$ cat src/rtl/irqc_pkg.sv
package irqc_pkg;
  localparam int MAX_CPU  = 4;
  localparam int FIELD_W  = 4;
  localparam int DATA_W   = 32;
  localparam int CPUID_W  = $clog2(MAX_CPU);

  // field positions inside the control register
  localparam int POST_LSB = 12;
  localparam int ICLR_LSB = 8;
  localparam int TCLR_LSB = 4;
  localparam int ACK_BIT  = 28;

  typedef enum logic [1:0] {
    REG_CTRL = 2'd0,
    REG_IPI  = 2'd1,
    REG_TMR  = 2'd2,
    REG_REQ  = 2'd3
  } reg_idx_e;

  // IPI bits that a post finds already set, or a clear finds already empty
  function automatic logic [FIELD_W-1:0] f_ipi_redundant(
      input logic [FIELD_W-1:0] cur,
      input logic [FIELD_W-1:0] post,
      input logic [FIELD_W-1:0] clr);
    return (post & cur) | (clr & ~(cur | post));
  endfunction

  // control write that carries no action at all
  function automatic logic f_ctrl_empty(input logic [DATA_W-1:0] wd);
    return (wd[POST_LSB +: FIELD_W] == '0) && (wd[ICLR_LSB +: FIELD_W] == '0) &&
           (wd[TCLR_LSB +: FIELD_W] == '0) && !wd[ACK_BIT];
  endfunction
endpackage

$ cat src/rtl/irqc_wr_decode.sv
module irqc_wr_decode
  import irqc_pkg::*;
#(
  parameter int NCPU   = 4,
  parameter int ADDR_W = 4
) (
  input  logic              clk_i,
  input  logic              rst_ni,
  input  logic              wr_en_i,
  input  logic [ADDR_W-1:0] addr_i,
  input  logic [DATA_W-1:0] wdata_i,
  output logic [3:0]        sel_o,
  output logic [NCPU-1:0]   post_o,
  output logic [NCPU-1:0]   iclr_o,
  output logic [NCPU-1:0]   tclr_o,
  output logic              bad_o
);
  localparam int HI_W = ADDR_W - 2;

  logic [FIELD_W-1:0] f_post, f_iclr, f_tclr, f_low;
  logic [3:0]         wsel;
  logic               mapped;
  logic               unused_bits;

  assign unused_bits = ^{wdata_i[DATA_W-1:ACK_BIT+1], wdata_i[ACK_BIT-1:16]};

  assign mapped = (addr_i[ADDR_W-1:2] == {HI_W{1'b0}});

  always_comb begin
    sel_o = '0;
    if (mapped) sel_o[addr_i[1:0]] = 1'b1;
  end

  assign wsel = wr_en_i ? sel_o : 4'b0;

  assign f_low = wdata_i[FIELD_W-1:0];

  always_comb begin
    f_post = '0;
    f_iclr = '0;
    f_tclr = '0;
    if (wsel[REG_CTRL]) begin
      f_post = wdata_i[POST_LSB +: FIELD_W];
      f_iclr = wdata_i[ICLR_LSB +: FIELD_W];
      f_tclr = wdata_i[TCLR_LSB +: FIELD_W];
    end
    if (wsel[REG_IPI]) f_iclr = f_low;
    if (wsel[REG_TMR]) f_tclr = f_low;
    if (wsel[REG_REQ]) f_post = f_low;
  end

  // mask bits beyond the configured CPU count are dropped
  assign post_o = f_post[NCPU-1:0];
  assign iclr_o = f_iclr[NCPU-1:0];
  assign tclr_o = f_tclr[NCPU-1:0];

  always_comb begin
    bad_o = 1'b0;
    if (wr_en_i) begin
      if (!mapped)               bad_o = 1'b1;
      else if (wsel[REG_CTRL])   bad_o = f_ctrl_empty(wdata_i);
      else                       bad_o = (f_low == '0);
    end
  end

  AST_SEL_ONEHOT: assert property (@(posedge clk_i) disable iff (!rst_ni)
    $onehot0(sel_o)) else $error("register select not one-hot");

  AST_UNMAPPED_ERR: assert property (@(posedge clk_i) disable iff (!rst_ni)
    (wr_en_i && !mapped) |-> (bad_o && post_o == '0 && iclr_o == '0 && tclr_o == '0))
    else $error("unmapped write not flagged");
endmodule

$ cat src/rtl/irqc_pend_bank.sv
module irqc_pend_bank #(
  parameter int NCPU     = 4,
  parameter bit SET_WINS = 1'b0
) (
  input  logic            clk_i,
  input  logic            rst_ni,
  input  logic [NCPU-1:0] set_i,
  input  logic [NCPU-1:0] clr_i,
  output logic [NCPU-1:0] pend_o
);
  for (genvar i = 0; i < NCPU; i++) begin : g_bit
    logic nxt;
    if (SET_WINS) begin : g_setwin
      assign nxt = set_i[i] | (pend_o[i] & ~clr_i[i]);
    end else begin : g_clrwin
      assign nxt = (pend_o[i] | set_i[i]) & ~clr_i[i];
    end

    always_ff @(posedge clk_i or negedge rst_ni) begin
      if (!rst_ni) pend_o[i] <= 1'b0;
      else         pend_o[i] <= nxt;
    end

    AST_SET_RAISES: assert property (@(posedge clk_i) disable iff (!rst_ni)
      (set_i[i] && (SET_WINS || !clr_i[i])) |=> pend_o[i])
      else $error("set did not raise pending bit");

    AST_CLR_DROPS: assert property (@(posedge clk_i) disable iff (!rst_ni)
      (clr_i[i] && !(SET_WINS && set_i[i])) |=> !pend_o[i])
      else $error("clear did not drop pending bit");

    AST_HOLD: assert property (@(posedge clk_i) disable iff (!rst_ni)
      (!set_i[i] && !clr_i[i]) |=> $stable(pend_o[i]))
      else $error("pending bit moved without cause");
  end
endmodule

$ cat src/rtl/ipi_timer_intc.sv
module ipi_timer_intc
  import irqc_pkg::*;
#(
  parameter int NCPU   = 4,
  parameter int ADDR_W = 4
) (
  input  logic               clk_i,
  input  logic               rst_ni,
  input  logic               wr_en_i,
  input  logic [ADDR_W-1:0]  addr_i,
  input  logic [31:0]        wdata_i,
  input  logic [1:0]         req_cpu_i,
  output logic [31:0]        rdata_o,
  input  logic               tick_i,
  input  logic               dev_irq_i,
  output logic [NCPU-1:0]    ipi_irq_o,
  output logic [NCPU-1:0]    tmr_irq_o,
  output logic [NCPU-1:0]    dev_irq_o,
  output logic               warn_o,
  output logic               err_o
);
  localparam int PAD_W = FIELD_W - NCPU;

  logic [3:0]         sel;
  logic [NCPU-1:0]    post, iclr, tclr;
  logic               bad;
  logic [NCPU-1:0]    ipi_pend, tmr_pend;
  logic [FIELD_W-1:0] ipi_w, tmr_w, redundant;

  irqc_wr_decode #(.NCPU(NCPU), .ADDR_W(ADDR_W)) u_dec (
    .clk_i   (clk_i),
    .rst_ni  (rst_ni),
    .wr_en_i (wr_en_i),
    .addr_i  (addr_i),
    .wdata_i (wdata_i),
    .sel_o   (sel),
    .post_o  (post),
    .iclr_o  (iclr),
    .tclr_o  (tclr),
    .bad_o   (bad)
  );

  irqc_pend_bank #(.NCPU(NCPU), .SET_WINS(1'b0)) u_ipi (
    .clk_i  (clk_i),
    .rst_ni (rst_ni),
    .set_i  (post),
    .clr_i  (iclr),
    .pend_o (ipi_pend)
  );

  irqc_pend_bank #(.NCPU(NCPU), .SET_WINS(1'b1)) u_tmr (
    .clk_i  (clk_i),
    .rst_ni (rst_ni),
    .set_i  ({NCPU{tick_i}}),
    .clr_i  (tclr),
    .pend_o (tmr_pend)
  );

  if (PAD_W > 0) begin : g_pad
    assign ipi_w = {{PAD_W{1'b0}}, ipi_pend};
    assign tmr_w = {{PAD_W{1'b0}}, tmr_pend};
    assign redundant = f_ipi_redundant(ipi_w, {{PAD_W{1'b0}}, post}, {{PAD_W{1'b0}}, iclr});
  end else begin : g_full
    assign ipi_w = ipi_pend;
    assign tmr_w = tmr_pend;
    assign redundant = f_ipi_redundant(ipi_w, post, iclr);
  end

  always_ff @(posedge clk_i or negedge rst_ni) begin
    if (!rst_ni) begin
      warn_o <= 1'b0;
      err_o  <= 1'b0;
    end else begin
      warn_o <= |redundant;
      err_o  <= bad;
    end
  end

  always_comb begin
    rdata_o = '0;
    unique case (1'b1)
      sel[REG_CTRL]: begin
        rdata_o[ICLR_LSB +: FIELD_W] = ipi_w;
        rdata_o[TCLR_LSB +: FIELD_W] = tmr_w;
        rdata_o[CPUID_W-1:0]         = req_cpu_i;
      end
      sel[REG_IPI]: rdata_o[FIELD_W-1:0] = ipi_w;
      sel[REG_TMR]: rdata_o[FIELD_W-1:0] = tmr_w;
      default:      rdata_o = '0;
    endcase
  end

  assign ipi_irq_o = ipi_pend;
  assign tmr_irq_o = tmr_pend;
  assign dev_irq_o = {NCPU{dev_irq_i}};

  AST_TICK_ALL: assert property (@(posedge clk_i) disable iff (!rst_ni)
    tick_i |=> (&tmr_irq_o))
    else $error("tick did not reach every CPU");

  AST_ERR_NO_IPI_CHANGE: assert property (@(posedge clk_i) disable iff (!rst_ni)
    bad |=> $stable(ipi_irq_o))
    else $error("malformed write altered IPI state");

  AST_WARN_KEEPS_BITS: assert property (@(posedge clk_i) disable iff (!rst_ni)
    (wr_en_i && post == '0 && iclr != '0 && (iclr & ipi_pend) == '0) |=> (warn_o && $stable(ipi_irq_o)))
    else $error("redundant clear mishandled");
endmodule

$ cat config.mk
export PLATFORM = sky130hd
export DESIGN_NAME = ipi_timer_intc
export DESIGN_NICKNAME = d
export VERILOG_FILES = /design/src/rtl/irqc_pkg.sv /design/src/rtl/irqc_wr_decode.sv /design/src/rtl/irqc_pend_bank.sv /design/src/rtl/ipi_timer_intc.sv
export SDC_FILE = /design/constraint.sdc
export NUM_CORES = 1
export LEC_CHECK = 0
export BUFFER_PORTS_ARGS = -buffer_cell sky130_fd_sc_hd__buf_2
export CORE_ASPECT_RATIO = 1.4
export CORE_MARGIN = 2
export CORE_UTILIZATION = 41
export DETAILED_ROUTE_END_ITERATION = 6
export PLACE_DENSITY = 0.85
export SLEW_MARGIN = 20
export SYNTH_ARGS = -nofsm -noshare
export SYNTH_HDL_FRONTEND = slang
export SYNTH_SLANG_ARGS = --single-unit
export TNS_END_PERCENT = 10
$ cat constraint.sdc
create_clock -name clk_i -period 2.5 [get_ports clk_i]
set_input_delay 0.375 -clock clk_i [delete_from_list [all_inputs] [get_ports clk_i]]
set_output_delay 0.375 -clock clk_i [all_outputs]
set_load 0.02 [all_outputs]
Word level (Yosys, flattened, before mapping)
Index checks and enable logic that the tools add are counted.
{ "classes": {"addsub": 0, "multipliers": 0, "div_mod_pow": 0, "magnitude_cmp": 2, "n_eq_ne": 0, "shifts": 0, "muxes": 16, "n_bitwise": 29, "n_reduce_logical": 11} }
{ "op_table": {"columns": ["operator", "n"], "rows": [
  ["4-bit two-way mux", 8],
  ["4-bit logical NOT", 4],
  ["1-bit AND", 8],
  ["4-bit AND", 2],
  ["8-bit two-way mux", 1],
  ["1-bit NOT", 8],
  ["1-bit OR", 8],
  ["4-bit OR", 2],
  ["2-bit case mux with 3 select lines", 1],
  ["1-bit logical AND", 4],
  ["1-bit two-way mux", 4],
  ["4-bit NOT", 1],
  ["2-bit case mux with 2 select lines", 1],
  ["4-bit OR reduction", 1],
  ["2-bit by 3-bit < comparator with 1-bit output, second input constant", 1],
  ["1-bit demux with 2-bit select", 1],
  ["2-bit by 1-bit >= comparator with 1-bit output, second input constant", 1],
  ["2-bit logical NOT", 1],
  ["1-bit logical NOT", 1]
]} }
{ "word_totals": {"register_bits": 10, "latch_bits": 0, "mem_bits_rw": 0, "rom_bits": 0, "input_bits": 43, "out_inout_bits": 46, "elab_cells": 68, "memories": 0} }

Logic depth before layout (Yosys ltp)
Gate-level depths: netlist of run 1.
{ "depth": {"ltp_word": 13, "ltp_mapped": 6, "ltp_nobuf": 4} }

Cells and area by module
From an unflattened synthesis of run 1, not the netlist that was laid out.
{ "hier_totals": {"hier_cells": 121, "area_unflattened_um2": 975.9} }
{ "modules_own_cells": {"columns": ["module", "n_inst", "cells_per_inst", "area_per_inst_um2", "seq_area_each_um2"], "rows": [
  ["ipi_timer_intc", 1, 50, 389.1, 50.0],
  ["irqc_wr_decode", 1, 51, 301.5, 0.0],
  ["irqc_pend_bank at u_tmr", 1, 12, 145.1, 100.1],
  ["irqc_pend_bank at u_ipi", 1, 8, 140.1, 100.1]
]} }

Worst setup path after synthesis of run 1
No wires, ideal clock.
{ "synth_path": {"kind": "input port to output port", "startpoint": "input port addr_i[1]", "endpoint": "output port rdata_o[11]", "arrival_time_ns": 1.433, "required_ns": 2.125, "setup_slack_ns": 0.692, "stages": 3, "path_cell_list": "buf_2 -> buf_2 -> nor4_1"} }
{ "synth_via": {"elab_chain_cells": 6, "elab_cells_between_ends": 7} }
{ "synth_rtl": {"columns": ["item", "line_no", "source"], "rows": [
  ["start, declared", "ipi_timer_intc.sv:10", "input logic [ADDR_W-1:0] addr_i,"],
  ["2-bit by 3-bit < comparator with 1-bit output (not written as such) / 2-bit by 1-bit >= comparator with 1-bit output (equally long branches)", "irqc_wr_decode.sv:31", "if (mapped) sel_o[addr_i[1:0]] = 1'b1;"],
  ["1-bit logical AND (not written as such)", "irqc_wr_decode.sv:31", null],
  ["1-bit two-way mux (not written as such)", "irqc_wr_decode.sv:31", null],
  ["1-bit demux with 2-bit select *", null, null],
  ["4-bit two-way mux *", "irqc_wr_decode.sv:31", null],
  ["8-bit two-way mux *", "ipi_timer_intc.sv:81", "unique case (1'b1)"],
  ["end, declared", "ipi_timer_intc.sv:13", "output logic [31:0] rdata_o,"]
]} }
Mark *: on every way between the ends. The rest lies on a longest branch, timed or not.

Worst setup path after layout of run 1
{ "layout_path": {"startpoint": "input port addr_i[3]", "endpoint": "output port rdata_o[4]"} }
{ "layout_via": {"elab_chain_cells": 3} }
{ "layout_rtl": {"columns": ["item", "line_no", "source"], "rows": [
  ["2-bit logical NOT", "irqc_wr_decode.sv:27", "assign mapped = (addr_i[ADDR_W-1:2] == {HI_W{1'b0}});"],
  ["4-bit two-way mux", "irqc_wr_decode.sv:31", null],
  ["8-bit two-way mux", "ipi_timer_intc.sv:81", null]
]} }
No other way between the ends.

==> flow_summary.ini, run 1 <==
[grt]
grt_pass1_wl_um = 4250
grt_overflow_total = 0
grt_pass1_vias = 954
grt_use_total_pct = 18.4
grt_antenna_before_repair = 0
grt_max_degree = 25

[clocking]
numCtsBuffers = 3
insertion_delay_ps = 270
cts_setup_buffers = 0
cts-htree-levels = 1
cts_tree = done
clock_path_buffers = 2
cts_root_buf = clkbuf_4
clkSinkCount = 10
clk_pin_slew_ps = 70

[worst_setup_path]
critical_path.top_delay_family = simple AND/OR/NAND/NOR gates
cp_slowest_cell = nor3_2
cp-start-kind = input port
path_common_cell = buf_2
worstPathRequired_ps = 2120
cp_slowest_stage_delay_ps = 360
crit_type = input port to output port
cp_num_buf_inv = 2
path_cells = buf_2 > or2_1 > nor3_2 > and2_1 > buf_2
cp_max_fo = 8
end_kind = output port
worstPathArrival_ps = 1530

[yosys]
yosysSeqAreaShare_pct = 23.6
synthFlopType = dfrtp_1
synth_cell_type_count = 38
netlist_instances = 134
synth_edf_count = 0
synthesis.area_mm2 = 0.00106
syn_avg_cell_area_um2 = 7.90
synth-async-reset-ratio_pct = 100
ys_warn_count = 0
ys_ff_latch = 10

[final_layout]
antenna_cells = 0
drive_gt1_share_pct = 32.4
fillCellCount = 241
final_nets = 220
syn_to_final_growth_pct = 17.0
fin_area_mm2 = 0.00124
final_cells = 210

[power]
powerDensity_mw_per_mm2 = 456
vdd_drop_max_mv = 0.282
power.leakage_nw = 0.610

[sta]
clock_skew_ps = 0.673
fin_crit_sh_pct = 76.3
finalSetupTns_ps = 0
min_period_ps = 1910
setup_violations = 0
rsz0062_at_grt = no
fmax_mhz = 524
finalMaxSlewViolations = 0
finalHoldViolations = 0

[status]
status = completed

[floorplanning]
die_h_um = 64.1
dieArea_mm2 = 0.00301
ios = 89
initial_core_util_pct = 43.8
rows = 21
die_w_um = 46.9
core_mm2 = 0.00242

[placement]
dpl.hpwl_um = 2140
gp_congestion = 0.830
numPortBuffers = 48
placedCellCount = 205
dpl-instance-area_mm2 = 0.00119

[route]
route.detailed.drc = 0
drt_wl_total_um = 2730
vias = 1102
ant_nets = 0
vias_per_cell = 5.25
drtIter0Drc = 51
firstDrtPassIters = 4
wire_per_inst_um = 13.0

[job]
cap_viol_max_count = 0

[hold_path]
hold_class = input port to flip-flop
worst register-to-register path, stage by stage, from the launching register on:
cell,delay (ps)
dfrtp_1,470
a22o_1,240
o2bb2ai_1,110
a211oi_1,160
o211ai_1,110
metal layers:
metal | share of wire [%] | track usage [%]
met1 | 37 | 23.5
met2 | 52 | 31.0
met3 | 8.6 | 1.98
met4 | 2.1 | 5.90
met5 | 0 | 0
synth_stat cells, types with 2 or more instances:
cell type  count  share of area, %
buf_4         26                18
nor3b_1        2               1.4
inv_1          2              0.71
and2_1         7               4.1
o31ai_1        2               1.4
o21ai_0        5               2.4
a31o_1         4               3.3
buf_2          2              0.95
and3_1         4               2.4
nor3_4         2               3.1
a21oi_1        9               4.3
nand4_1        2               1.2
nor3_1         3               1.4
mux2i_1        5               4.7
nand2_1       11               3.9
nor4_1         6               3.5
a22oi_1        2               1.4
dfrtp_1       10                24
nor2_1        11               3.9
report_power, final:
part | internal (W) | leakage (nW) | switching (W)
logic | 0.0000699 | 0.482 | 0.000132
registers | 0.000179 | 0.107 | 0.0000298
clock network | 0.0000885 | 0.0210 | 0.0000648
total | 0.000338 | 0.610 | 0.000227
logic make-up after synthesis:
family	count (synthesis)	synth area share (%)
other	1	0.354
multiplexers	5	4.73
AND/OR/NAND/NOR	56	30.6
flip-flops	10	23.6
buffers and inverters	32	21.5
AO/OA/AOI/OAI	30	19.1
through the flow:
step | hold slack [ps] | setup WS, ps | total power, W | util, %
2_1_floorplan | 79.4 | 692 | 0.000370 | -
3_3_place_gp | 253 | 599 | 0.000408 | 49.3
3_5_place_dp | 257 | 587 | 0.000411 | 49.3
4_1_cts | 337 | 587 | 0.000564 | 51.2
5_1_grt | 360 | 490 | 0.000591 | 51.2
6_report | 338 | 592 | 0.000564 | 51.2
layout by cell type (no fill, tap or decap), types with 2 or more instances in the layout:
cell,synthesis,final
buf_2,2,48
conb_1,1,20
nor2_1,11,11
nand2_1,11,11
dfrtp_1,10,10
a21oi_1,9,9
and2_1,7,7
nor4_1,6,6
mux2i_1,5,5
o21ai_0,5,5
and3_1,4,4
a31o_1,4,4
nor3_1,3,3
clkbuf_4,0,3
inv_1,2,2
a22oi_1,2,2
nand4_1,2,2
nor3b_1,2,2
o31ai_1,2,2
nor3_4,2,2
layout make-up:
cell class	instances	area (um^2)	area share, %
Clock buffer	4	36.3	2.93
Inverter	2	7.51	0.606
Multi-Input combinational cell	111	652	52.6
Sequential cell	10	250	20.2
Tap cell	34	42.5	3.43
Timing Repair Buffer	49	250	20.2
state kept, by name, summed over array words and instances (netlist names):
| register | cells |
|---|---|
| u_tmr.pend_o | 4 |
| warn_o | 1 |
| err_o | 1 |
| u_ipi.pend_o | 4 |
worst paths after layout:
kind	from	end	slack [ps]	depth (start not counted)
max	addr_i[3]	rdata_o[4]	590	5
min	tick_i	u_tmr.pend_o[2]$_DFF_PN0_	340	2
max reg2reg	u_ipi.pend_o[1]$_DFF_PN0_	warn_o$_DFF_PN0_	1280	4
min reg2reg	u_tmr.pend_o[3]$_DFF_PN0_	u_tmr.pend_o[3]$_DFF_PN0_	570	1
max in group asynchronous	rst_ni	u_ipi.pend_o[2]$_DFF_PN0_	1810	2
min in group asynchronous	rst_ni	u_ipi.pend_o[1]$_DFF_PN0_	490	2
what timing repair did:
action | CTS | global route
endpoints found under the hold margin | 10 | 0
hold buffers | 1 | 0
resized for setup | 0 | 0
Power figures use the tool's default switching activity.
==> run 2, diff against run 1 <==
--- a/config.mk
+++ b/config.mk
@@ -8,9 +8,9 @@
 export BUFFER_PORTS_ARGS = -buffer_cell sky130_fd_sc_hd__buf_2
 export CORE_ASPECT_RATIO = 1.4
 export CORE_MARGIN = 2
-export CORE_UTILIZATION = 41
+export CORE_UTILIZATION = 38
 export DETAILED_ROUTE_END_ITERATION = 6
-export PLACE_DENSITY = 0.85
+export PLACE_DENSITY = 0.8
 export SLEW_MARGIN = 20
 export SYNTH_ARGS = -nofsm -noshare
 export SYNTH_HDL_FRONTEND = slang
==> constraint.sdc (replaced) <==
create_clock -name clk_i -period 1.8 [get_ports clk_i]
set_input_delay 0.27 -clock clk_i [delete_from_list [all_inputs] [get_ports clk_i]]
set_output_delay 0.27 -clock clk_i [all_outputs]
set_load 0.02 [all_outputs]
==> run 2 against run 1 <==
Combinational power rose by 42%. Flip-flop and latch count did not move. Clock-buffer cell count did not move. Sequential share of layout area fell by 0.63 points. Routed wire length fell by 0.62%. Setup slack got worse by 330 ps. Global-route usage fell by 0.97 points. Critical path type unchanged.
==> flow_summary.ini, run 2 (synthesis results as in run 1) <==
[clocking]
insertion_delay_ps = 260
cts_root_buf = clkbuf_4
clkSinkCount = 10
numCtsBuffers = 3
cts_resized = 0
clock_path_buffers = 2
cts_tree = done
clk_pin_slew_ps = 70
cts-htree-levels = 1

[worst_setup_path]
end_kind = output port
crit_start = addr_i[0]
worstPathRequired_ps = 1530
reg2reg_depth = 4
path_common_cell = buf_2
crit_type = input port to output port
path_cells = buf_2 > and2b_1 > a22oi_1 > nor2_1 > buf_2
crit_cells = 5
critical_path.top_delay_family = buffers and inverters
cp-start-kind = input port
cp_slowest_stage_delay_ps = 390
cp_num_buf_inv = 2
cp_slowest_cell = buf_2
cp_max_fo = 24
rr_startpoint = u_ipi.pend_o[1]$_DFF_PN0_
worstPathArrival_ps = 1260

[final_layout]
syn_to_final_growth_pct = 20.8
drive_gt1_share_pct = 34.3
fillCellCount = 289
final_nets = 225
reg_top3 = u_ipi.pend_o (4), u_tmr.pend_o (4)
antenna_cells = 0
final_cell_mix = 48 x buf_2, 20 x conb_1, 11 x nor2_1, 11 x nand2_1, 10 x dfrtp_1
layout_commonest_cell = buf_2
regArea_um2 = 250
multiInputGateArea_um2 = 652

[power]
vdd_drop_max_mv = 0.415
powerDensity_mw_per_mm2 = 613
power.leakage_nw = 0.635

[floorplanning]
dieArea_mm2 = 0.00323
ios = 89
die_h_um = 66.4
core_mm2 = 0.00264
rows = 22
initial_core_util_pct = 40.1
die_w_um = 48.6

[sta]
setup_violations = 0
rsz0062_at_grt = no
hold_slack_ps = 244
fin_crit_sh_pct = 85.2
finalHoldViolations = 0
finalMaxSlewViolations = 0
finalSetupTns_ps = 0
fmax_mhz = 652
clock_skew_ps = 1.81
min_period_ps = 1530

[grt]
grt_overflow_total = 0
grt_use_total_pct = 17.4
grt_antenna_before_repair = 0
grt_pass1_vias = 1014
grt_pass1_wl_um = 4440
grt_max_degree = 25

[hold_path]
hold_start = tick_i
hold_class = input port to flip-flop
holdPathStages = 2

[route]
ant_nets = 0
firstDrtPassIters = 4
drt_wl_total_um = 2710
route.detailed.drc = 0
vias = 1118
wire_per_inst_um = 12.5
vias_per_cell = 5.15
drtIter0Drc = 26

[placement]
gp_congestion = 0.900
numPortBuffers = 48
dpl.hpwl_um = 2130

[job]
cap_viol_max_count = 0

[status]
status = completed
## run 2: cell count changes in the layout (fill, tap and decap cells not counted), sizes merged
cell  before  now
buf       48   53
## run 2: repair_timing
action / in CTS / in global routing
hold endpoints to repair: 10 / 0
hold buffers: 1 / 0
buffers inserted: 0 / 0
## run 2: routing by layer
| layer | track usage (%) | vias up | routed length (um) |
|---|---|---|---|
| li1 | - | 534 | - |
| met5 | 0 | - | 0 |
| met4 | 10.4 | 0 | 97 |
| met1 | 19.4 | 511 | 1010 |
| met2 | 30.1 | 65 | 1330 |
| met3 | 4.07 | 8 | 267 |
## run 2: metrics by stage
step	std cells	worst slack [ps]	power (W)	cell area, um^2	util, %
final	217	266	0.000784	1280	48.4
after global routing	217	159	0.000832	1280	48.4
after CTS	217	274	0.000788	1280	48.4
after detailed placement	212	178	0.000576	1230	46.6
after global placement	212	175	0.000573	1230	46.6
after floorplan	153	202	0.000514	1130	-
## run 2: final timing paths
path / to / slack, ps
max: rdata_o[3] / 270
min: u_tmr.pend_o[3]$_DFF_PN0_ / 240
max reg2reg: warn_o$_DFF_PN0_ / 570
min reg2reg: u_tmr.pend_o[1]$_DFF_PN0_ / 560
max in group asynchronous: u_tmr.pend_o[1]$_DFF_PN0_ / 1200
min in group asynchronous: u_ipi.pend_o[0]$_DFF_PN0_ / 400
## run 2: area by class of cell
class                           count  area share, %
Inverter                            2          0.587
Clock buffer                        4           2.84
Sequential cell                    10           19.6
Tap cell                           36           3.52
Timing Repair Buffer               54           22.5
Multi-Input combinational cell    111           51.0
## run 2: report_power, final
part | total [W] | switching [W] | internal, W
sequential | 0.000291 | 0.0000416 | 0.000249
combinational | 0.000287 | 0.000184 | 0.000103
clock | 0.000207 | 0.0000839 | 0.000123
total | 0.000784 | 0.000310 | 0.000475
